### config.mk
export PLATFORM = sky130hd
export DESIGN_NAME = restoring_divider
export DESIGN_NICKNAME = d
export VERILOG_FILES = /design/src/rtl/rdiv_pkg.sv /design/src/rtl/rdiv_ctrl.sv /design/src/rtl/rdiv_datapath.sv /design/src/rtl/restoring_divider.sv
export SDC_FILE = /design/constraint.sdc
export NUM_CORES = 1
export LEC_CHECK = 0
export BUFFER_PORTS_ARGS = -buffer_cell sky130_fd_sc_hd__buf_2
export CAP_MARGIN = 20
export CORE_AREA = 2 2 174 134
export DETAILED_ROUTE_END_ITERATION = 8
export DIE_AREA = 0 0 176 136
export PLACE_DENSITY = 0.77
export RECOVER_POWER = 100
export REMOVE_ABC_BUFFERS = 1
export SLEW_MARGIN = 10
export SYNTH_ARGS = -nofsm -noshare
export SYNTH_HDL_FRONTEND = slang
export SYNTH_HIERARCHICAL = 1
export SYNTH_SLANG_ARGS = --single-unit
### constraint.sdc
create_clock -name clk -period 4.4 [get_ports clk]
set_clock_uncertainty 0.2 [all_clocks]
set_input_delay 0.44 -clock clk [delete_from_list [all_inputs] [get_ports clk]]
set_output_delay 0.44 -clock clk [all_outputs]
set_load 0.03 [all_outputs]
### src/rtl/rdiv_pkg.sv
`timescale 1ns/1ps
package rdiv_pkg;
    typedef enum logic [1:0] {
        ST_IDLE = 2'd0,
        ST_ITER = 2'd1,
        ST_DONE = 2'd2
    } rdiv_state_e;
endpackage

### src/rtl/rdiv_ctrl.sv
`timescale 1ns/1ps
module rdiv_ctrl
    import rdiv_pkg::*;
#(
    parameter int W = 32
) (
    input  logic clk,
    input  logic rst_n,
    input  logic start,
    output logic load,
    output logic step,
    output logic busy,
    output logic done
);
    localparam int CW = $clog2(W + 2);
    localparam logic [CW-1:0] LAST = CW'(W);

    rdiv_state_e state_q, state_d;
    logic [CW-1:0] cnt_q;

    always_ff @(posedge clk) begin
        if (!rst_n) state_q <= ST_IDLE;
        else        state_q <= state_d;
    end

    always_ff @(posedge clk) begin
        if (!rst_n)    cnt_q <= '0;
        else if (load) cnt_q <= '0;
        else if (step) cnt_q <= cnt_q + 1'b1;
    end

    always_comb begin
        state_d = state_q;
        unique case (state_q)
            ST_IDLE: if (start) state_d = ST_ITER;
            ST_ITER: if (cnt_q == LAST) state_d = ST_DONE;
            ST_DONE: state_d = ST_IDLE;
            default: state_d = ST_IDLE;
        endcase
    end

    always_comb begin
        load = (state_q == ST_IDLE) && start;
        step = (state_q == ST_ITER);
        busy = (state_q == ST_ITER);
        done = (state_q == ST_DONE);
    end


    done_pulse_chk: assert property (@(posedge clk) disable iff (!rst_n)
        done |=> !done);

    busy_done_excl_chk: assert property (@(posedge clk) disable iff (!rst_n)
        !(busy && done));

    cnt_bound_chk: assert property (@(posedge clk) disable iff (!rst_n)
        step |-> (cnt_q <= LAST));

    start_ignored_chk: assert property (@(posedge clk) disable iff (!rst_n)
        (busy && start) |=> (busy || done));
endmodule

### src/rtl/rdiv_datapath.sv
`timescale 1ns/1ps
module rdiv_datapath #(
    parameter int W = 32
) (
    input  logic         clk,
    input  logic         rst_n,
    input  logic         load,
    input  logic         step,
    input  logic [W-1:0] dividend,
    input  logic [W-1:0] divisor,
    output logic [W-1:0] quotient,
    output logic [W-1:0] remainder,
    output logic         div_by_zero
);
    localparam int WW = 2 * W + 1;

    logic [WW-1:0] div_q, rem_q, diff;
    logic [W-1:0]  quo_q;
    logic          dz_q;
    logic          fits;

    always_comb begin
        diff = rem_q - div_q;
        fits = ~diff[WW-1];
    end

    always_ff @(posedge clk) begin
        if (!rst_n) begin
            div_q <= '0;
            rem_q <= '0;
            quo_q <= '0;
            dz_q  <= 1'b0;
        end else if (load) begin
            div_q <= {1'b0, divisor, {W{1'b0}}};
            rem_q <= {{(W+1){1'b0}}, dividend};
            quo_q <= '0;
            dz_q  <= (divisor == '0);
        end else if (step) begin
            quo_q <= {quo_q[W-2:0], fits};
            if (fits) rem_q <= diff;
            div_q <= div_q >> 1;
        end
    end

    assign quotient    = quo_q;
    assign remainder   = rem_q[W-1:0];
    assign div_by_zero = dz_q;


    rem_nonincrease_chk: assert property (@(posedge clk) disable iff (!rst_n)
        step |=> (rem_q <= $past(rem_q)));

    div_shift_chk: assert property (@(posedge clk) disable iff (!rst_n)
        step |=> (div_q == ($past(div_q) >> 1)));

    hold_chk: assert property (@(posedge clk) disable iff (!rst_n)
        (!load && !step) |=> ($stable(quo_q) && $stable(rem_q) && $stable(dz_q)));
endmodule

### src/rtl/restoring_divider.sv
`timescale 1ns/1ps
module restoring_divider #(
    parameter int W = 32
) (
    input  logic         clk,
    input  logic         rst_n,
    input  logic         start,
    input  logic [W-1:0] dividend,
    input  logic [W-1:0] divisor,
    output logic         busy,
    output logic         done,
    output logic [W-1:0] quotient,
    output logic [W-1:0] remainder,
    output logic         div_by_zero
);
    logic load, step;

    rdiv_ctrl #(.W(W)) u_ctrl (
        .clk  (clk),
        .rst_n(rst_n),
        .start(start),
        .load (load),
        .step (step),
        .busy (busy),
        .done (done)
    );

    rdiv_datapath #(.W(W)) u_dp (
        .clk        (clk),
        .rst_n      (rst_n),
        .load       (load),
        .step       (step),
        .dividend   (dividend),
        .divisor    (divisor),
        .quotient   (quotient),
        .remainder  (remainder),
        .div_by_zero(div_by_zero)
    );


    dz_result_chk: assert property (@(posedge clk) disable iff (!rst_n)
        (done && div_by_zero) |-> (quotient == '1));
endmodule

==> qor.yml, run 1 <==
clkTransAtPathRegs_ns: 0.07
cp_max_fo: 46
die_x_um: 176
reg2reg_slack_ns: 0.44
initial_core_util_pct: 48.9
antenna_cells: 0
arrival_ns: 4.08
dr_total_vias: 9970
grt_pass1_vias: 9105
firstDrtPassIters: 7
clk_latency_ns: 0.44
cts_buffers: 17
async_flop_share_pct: 0
die_h_um: 136
die_area_um2: 23900
dr_wl_met2_mm: 11.6
finalWirelength_mm: 28.4
hpwl_mm: 20.8
yosys.area.top_type: "dfxtp_1"
drt_iter0_drc: 939
cts_hold_buf: 0
hold_violations: 0
antenna_found_initial: 0
grt_max_degree: 69
worst_pin_slew_ns: 2.21
ant_nets: 0
yosys_register_bits: 169
synthesis.area_um2: 10900
rows: 48
synth_ff_type: "dfxtp_1"
hold_end: "u_dp/rem_q[0]"
seqCellArea_um2: 3380
powerDensity_nw_per_um2: 371
p_total_mw: 4.45
drcViolationCount: 0
htree_levels: 4
core_area_um2: 22400
required_ns: 4.52
synth_top_cells_by_count: "187 x nand2_1, 169 x dfxtp_1, 113 x nor2_1, 98 x a21oi_1"
dp_slack_ns: 0.624
r2r_end: "u_dp/rem_q[16]"
min_path_cells: 3
cts_tree: "yes"
synthesis.instances: 1374
post_cts_resized: 0
postLayoutCoreUtil_pct: 53.6
grt_pass1_wl_mm: 46.2
fmax_mhz: 253
ys_top_cells_by_area: "dfxtp_1 31%, ha_1 7.5%, mux2i_1 7.3%"
leakage_nw: 5.03
met1_length_mm: 14.3
wl_per_cell_um: 16.3
grt_overflow_total: 0
startpoint_type: "flop"
dpl-instance-area_um2: 11500
fin_cells: 1742
gp_congestion: 0.951
min_period_over_period_pct: 90.0
fillCellCount: 2100
cts_root_buf: "clkbuf_16"
peakVddDrop_mv: 0.231
violations: "capacitance limit, slew limit"
drive_gt1_share_pct: 8.95
ys_seq_area_share_pct: 30.9
yosysMostFrequentCell: "nand2_1"
synth_top_area_share_pct: 30.9
crit_type: "flop to flop"
ys_warn_count: 6
holdCritStartpoint: "dividend[0]"
postCtsSetupBuffers: 0
slew_headroom_pct: -47.7
startpoint: "u_dp/rem_q[0]"
final_area_um2: 12000
avgSynthCellArea_um2: 7.97
place_inst: 1710
cts_sinks: 169
route.met3.wl_mm: 2.11
layout.nets: 1563
reg2regPathDepth: 13
pin_count: 134
grt_use_total_pct: 23.8
areaGrowthSynthToFinish_pct: 9.72
synthDistinctLibCells: 73
layout_min_cycle_time_ns: 3.96
multi_input_area_um2: 6690
setup_viol: 0
cp-end-kind: "flop"
synth_edf_count: 0
r2r_start: "u_dp/rem_q[0]"
status: "complete, but fails checks"
via_per_inst: 5.72
clockBufferDepth: 2
drv_slew: 130
hp-class: "input port to flop"
cap_violations: 3
top_layer_used: "met4"
port_buffers: 133
rsz0062_at_grt: "false"
final.setup.worst_slack_ns: 0.440
-- critical path, cell delays in order (launching register included) --
cell	delay (ns)
dfxtp_1	0.35
inv_1	0.05
ha_1	0.22
fa_1	0.38
nand2b_1	0.20
a21oi_1	0.30
o21ai_0	0.22
a311oi_2	0.31
o311ai_2	0.15
a2111oi_4	0.45
o31a_2	0.24
buf_12	0.26
nor3_1	0.10
a311oi_1	0.38
-- area by class of cell --
class,instances,share of cell area [%]
repair buffers,145,5.58
clock buffers,20,3.72
multi-input cells,1016,55.7
clock inverters,12,1.17
inverters,80,2.51
flip-flops and latches,169,28.2
well taps,300,3.13
-- stage by stage --
step                hold slack [ns]  setup TNS, ns
floorplan                     0.236        -153.03
global placement              0.227              0
detailed placement            0.239              0
CTS                          0.0171              0
global route                 0.0308              0
finish                       0.0327              0
-- layout by cell type (no fill, tap or decap), types with 4 or more instances in the layout --
master / netlist / layout
nand2_1: 187 / 186
dfxtp_1: 169 / 169
nor2_1: 113 / 113
a21oi_1: 98 / 98
mux2i_1: 80 / 80
inv_1: 80 / 79
o21ai_0: 72 / 74
clkbuf_1: 50 / 72
buf_2: 15 / 66
ha_1: 66 / 66
o211ai_1: 38 / 38
a31oi_1: 35 / 35
xnor2_1: 34 / 34
a21o_1: 33 / 33
o211a_1: 30 / 30
nor3_1: 24 / 24
nand3_1: 19 / 19
xor2_1: 19 / 19
clkbuf_16: 0 / 17
nand4_1: 15 / 15
o21bai_1: 13 / 13
nand2b_1: 10 / 10
o31ai_1: 9 / 9
o21a_1: 9 / 9
nor2b_1: 9 / 9
and3_1: 8 / 8
a211oi_1: 7 / 7
nor4_1: 7 / 7
buf_4: 35 / 7
and2_1: 6 / 6
or3_1: 5 / 5
o22ai_1: 5 / 5
inv_6: 0 / 4
nand3b_1: 4 / 4
a21boi_0: 4 / 4
-- sequential cells by signal, indices dropped and copies added (netlist names) --
| register | flops |
|---|---|
| u_dp/div_q | 64 |
| u_ctrl/state_q | 2 |
| u_dp/quotient | 32 |
| u_dp/div_by_zero | 1 |
| u_dp/rem_q | 64 |
| u_ctrl/cnt_q | 6 |
-- kinds of logic after synthesis --
logic type | after synthesis | share of synthesized area [%]
XOR/XNOR | 53 | 4.24
multiplexers | 80 | 7.32
AO/OA/AOI/OAI | 390 | 24.3
AND/OR/NAND/NOR | 426 | 17.5
flip-flops | 169 | 30.9
buffers and inverters | 189 | 7.99
adder cells (fa/ha/maj) | 67 | 7.73
-- power breakdown --
group          switching (mW)  total, mW  internal, mW
registers              0.0477       1.64          1.59
logic                   0.813       1.28         0.470
clock network           0.669       1.53         0.862
-- routing by layer --
metal | vias up | track usage (%)
met1 | 4634 | 34.9
li1 | 4962 | -
met3 | 35 | 5.59
met2 | 339 | 34.6
met5 | - | 0
met4 | 0 | 6.38
-- worst max path at each step --
stage	endpoint	slack, ns
finish	u_dp/rem_q[16]	0.44
detailed placement	u_dp/rem_q[1]	0.62
global route	u_dp/quotient[12]	0.19
global placement	u_dp/rem_q[1]	0.65
CTS	u_dp/rem_q[16]	0.60
floorplan	u_dp/rem_q[55]	-1.63
Power figures use the tool's default switching activity.
==> run 2: changes to the inputs <==
CELL_PAD_IN_SITES_DETAIL_PLACEMENT = 0   (was unset)
CELL_PAD_IN_SITES_GLOBAL_PLACEMENT = 2   (was unset)
CORE_AREA = 2 2 208 159   (was 2 2 174 134)
DIE_AREA = 0 0 210 161   (was 0 0 176 136)
PLACE_DENSITY = 0.88   (was 0.77)
==> run 2 against run 1 <==
The run still ends with capacitance limit, slew limit left. Global-route usage shrank 4.9 points. Die area grew 41%. Utilization shrank 15 points. Sequential share of layout area fell by 0.42 points. Design area is 1.5% higher. Register-to-register slack hardly changed. Hold slack worse by 0.0044 ns. Via count fell by 2.0%. Wire length rose by 12%. Largest cell class unchanged. Largest power group unchanged. Highest routed layer unchanged.
==> qor.yml, run 2 (synthesized netlist as in run 1, its figures left out) <==
final.setup.worst_slack_ns: 0.427  # -0.0134 ns
required_ns: 4.45  # -0.07 ns
holdCritStartpoint: "divisor[19]"
ant_nets: 0  # unchanged
drt_iter0_drc: 565  # -40%
r2r_end: "u_dp/rem_q[1]"
dr_total_vias: 9773  # -2.0%
postCtsSetupBuffers: 0  # unchanged
die_area_um2: 33800  # +41%
drive_gt1_share_pct: 9.32  # +0.37 points
cap_violations: 3  # unchanged
clkTransAtPathRegs_ns: 0.07  # about the same
grt_max_degree: 79  # +14%
layout.nets: 1570  # +0.45%
hold_end: "u_dp/div_q[51]"
grt_pass1_wl_mm: 50.5  # +9.4%
whs_ns: 0.0283  # -0.00438 ns
seqCellArea_um2: 3380  # unchanged
grt_overflow_total: 0  # unchanged
finalWirelength_mm: 31.8  # +12%
post_cts_resized: 0  # unchanged
layout_min_cycle_time_ns: 3.97  # +0.0134 ns
clk_latency_ns: 0.46  # +0.02 ns
cp_max_fo: 21  # -54%
dp_slack_ns: 0.505  # -0.119 ns
initial_core_util_pct: 34.3  # -15 points
postLayoutCoreUtil_pct: 38.2  # -15 points
firstDrtPassIters: 5  # -2
drv_slew: 188  # +45%
cts_buffers: 17  # unchanged
crit_type: "flop to flop"
peakVddDrop_mv: 0.314  # +36%
cp-end-kind: "flop"
leakage_nw: 5.06  # +0.52%
cts_tree: "yes"
startpoint_type: "flop"
fmax_mhz: 252  # -0.34%
rows: 57  # +19%
htree_levels: 4  # unchanged
min_path_cells: 2  # -1
hold_violations: 0  # unchanged
arrival_ns: 4.02  # -0.06 ns
min_period_over_period_pct: 90.3  # +0.30 points
violations: "capacitance limit, slew limit"
via_per_inst: 5.25  # -8.3%
pin_count: 134  # unchanged
r2r_start: "u_dp/div_q[21]"
cts_sinks: 169  # unchanged
core_area_um2: 31900  # +42%
status: "complete, but fails checks"
antenna_cells: 0  # unchanged
wl_per_cell_um: 17.1  # +4.8%
die_x_um: 210  # +19%
worst_pin_slew_ns: 2.54  # +0.323 ns
port_buffers: 133  # unchanged
die_h_um: 161  # +18%
powerDensity_nw_per_um2: 365  # -1.4%
final_common_cell: "nand2_1"
hpwl_mm: 24.0  # +16%
setup_viol: 0  # unchanged
drcViolationCount: 0  # unchanged
reg2reg_slack_ns: 0.43  # about the same
hp-class: "input port to flop"
clockBufferDepth: 2  # unchanged
slew_headroom_pct: -69.4  # -22 points
final_cell_mix: "187 x nand2_1, 169 x dfxtp_1, 113 x nor2_1"
reg2regPathDepth: 13  # unchanged
fillCellCount: 3340  # +59%
grt_pass1_vias: 9061  # -0.48%
areaGrowthSynthToFinish_pct: 11.4
multi_input_area_um2: 6680  # -0.15%
cts_root_buf: "clkbuf_16"
gp_congestion: 0.837  # -12%
grt_use_total_pct: 18.9  # -4.9 points
antenna_found_initial: 0  # unchanged
rsz0062_at_grt: "false"
-- run 2: layout make-up --
cell class | instances | share of cell area, %
well taps | 413 | 4.24
repair buffers | 152 | 5.98
clock inverters | 12 | 0.965
flip-flops and latches | 169 | 27.8
inverters | 80 | 2.51
multi-input cells | 1016 | 54.8
clock buffers | 20 | 3.75
-- run 2: what timing repair did --
item | in CTS | in global routing
hold endpoints to repair | 2 | 0
hold buffers | 2 | 0
endpoints found under the setup margin | 0 | 0
-- run 2: power breakdown --
| group | switching [mW] | total [mW] | internal, mW |
|---|---|---|---|
| logic | 0.839 | 1.32 | 0.476 |
| registers | 0.0468 | 1.64 | 1.59 |
| clock network | 0.685 | 1.50 | 0.816 |
| total | 1.57 | 4.45 | 2.88 |
-- run 2: worst max path at each step --
stage	startpoint	to	slack (ns)	depth (start not counted)
after floorplan	u_ctrl/state_q[0]	u_dp/rem_q[55]	-1.63	5
after global placement	u_dp/div_q[13]	u_dp/rem_q[1]	0.55	13
after detailed placement	u_dp/div_q[13]	u_dp/rem_q[1]	0.50	13
after CTS	u_dp/div_q[13]	u_dp/rem_q[1]	0.49	13
after global routing	u_dp/rem_q[0]	u_dp/rem_q[23]	0.10	13
final	u_dp/div_q[21]	u_dp/rem_q[1]	0.43	13
-- run 2: per-stage QoR --
stage               cells  instance area (um2)  TNS, ns  power (mW)
global route         1862                12200        0        4.69
global placement     1828                11700        0        2.98
finish               1862                12200        0        4.45
CTS                  1862                12300        0        4.50
detailed placement   1828                11700        0        2.98
floorplan            1265                10400  -153.03        2.63
-- run 2: per-layer routing --
layer | GRT usage [%] | vias up | part of all wire (%)
li1 | - | 4991 | -
met1 | 30.0 | 4558 | 56
met2 | 25.1 | 208 | 38
met3 | 4.26 | 16 | 5.4
met4 | 4.22 | 0 | 0.79
met5 | 0 | - | 0
-- run 2: critical path, cell delays in order (launching register included) --
cell       delay [ns]
dfxtp_1          0.36
inv_1            0.06
ha_1             0.38
a21oi_2          0.29
o211ai_1         0.18
a21boi_1         0.25
o22ai_1          0.16
o311ai_2         0.37
a2111oi_4        0.14
o31ai_4          0.72
buf_4            0.40
nor2_1           0.06
a21oi_1          0.11
o21ai_0          0.09
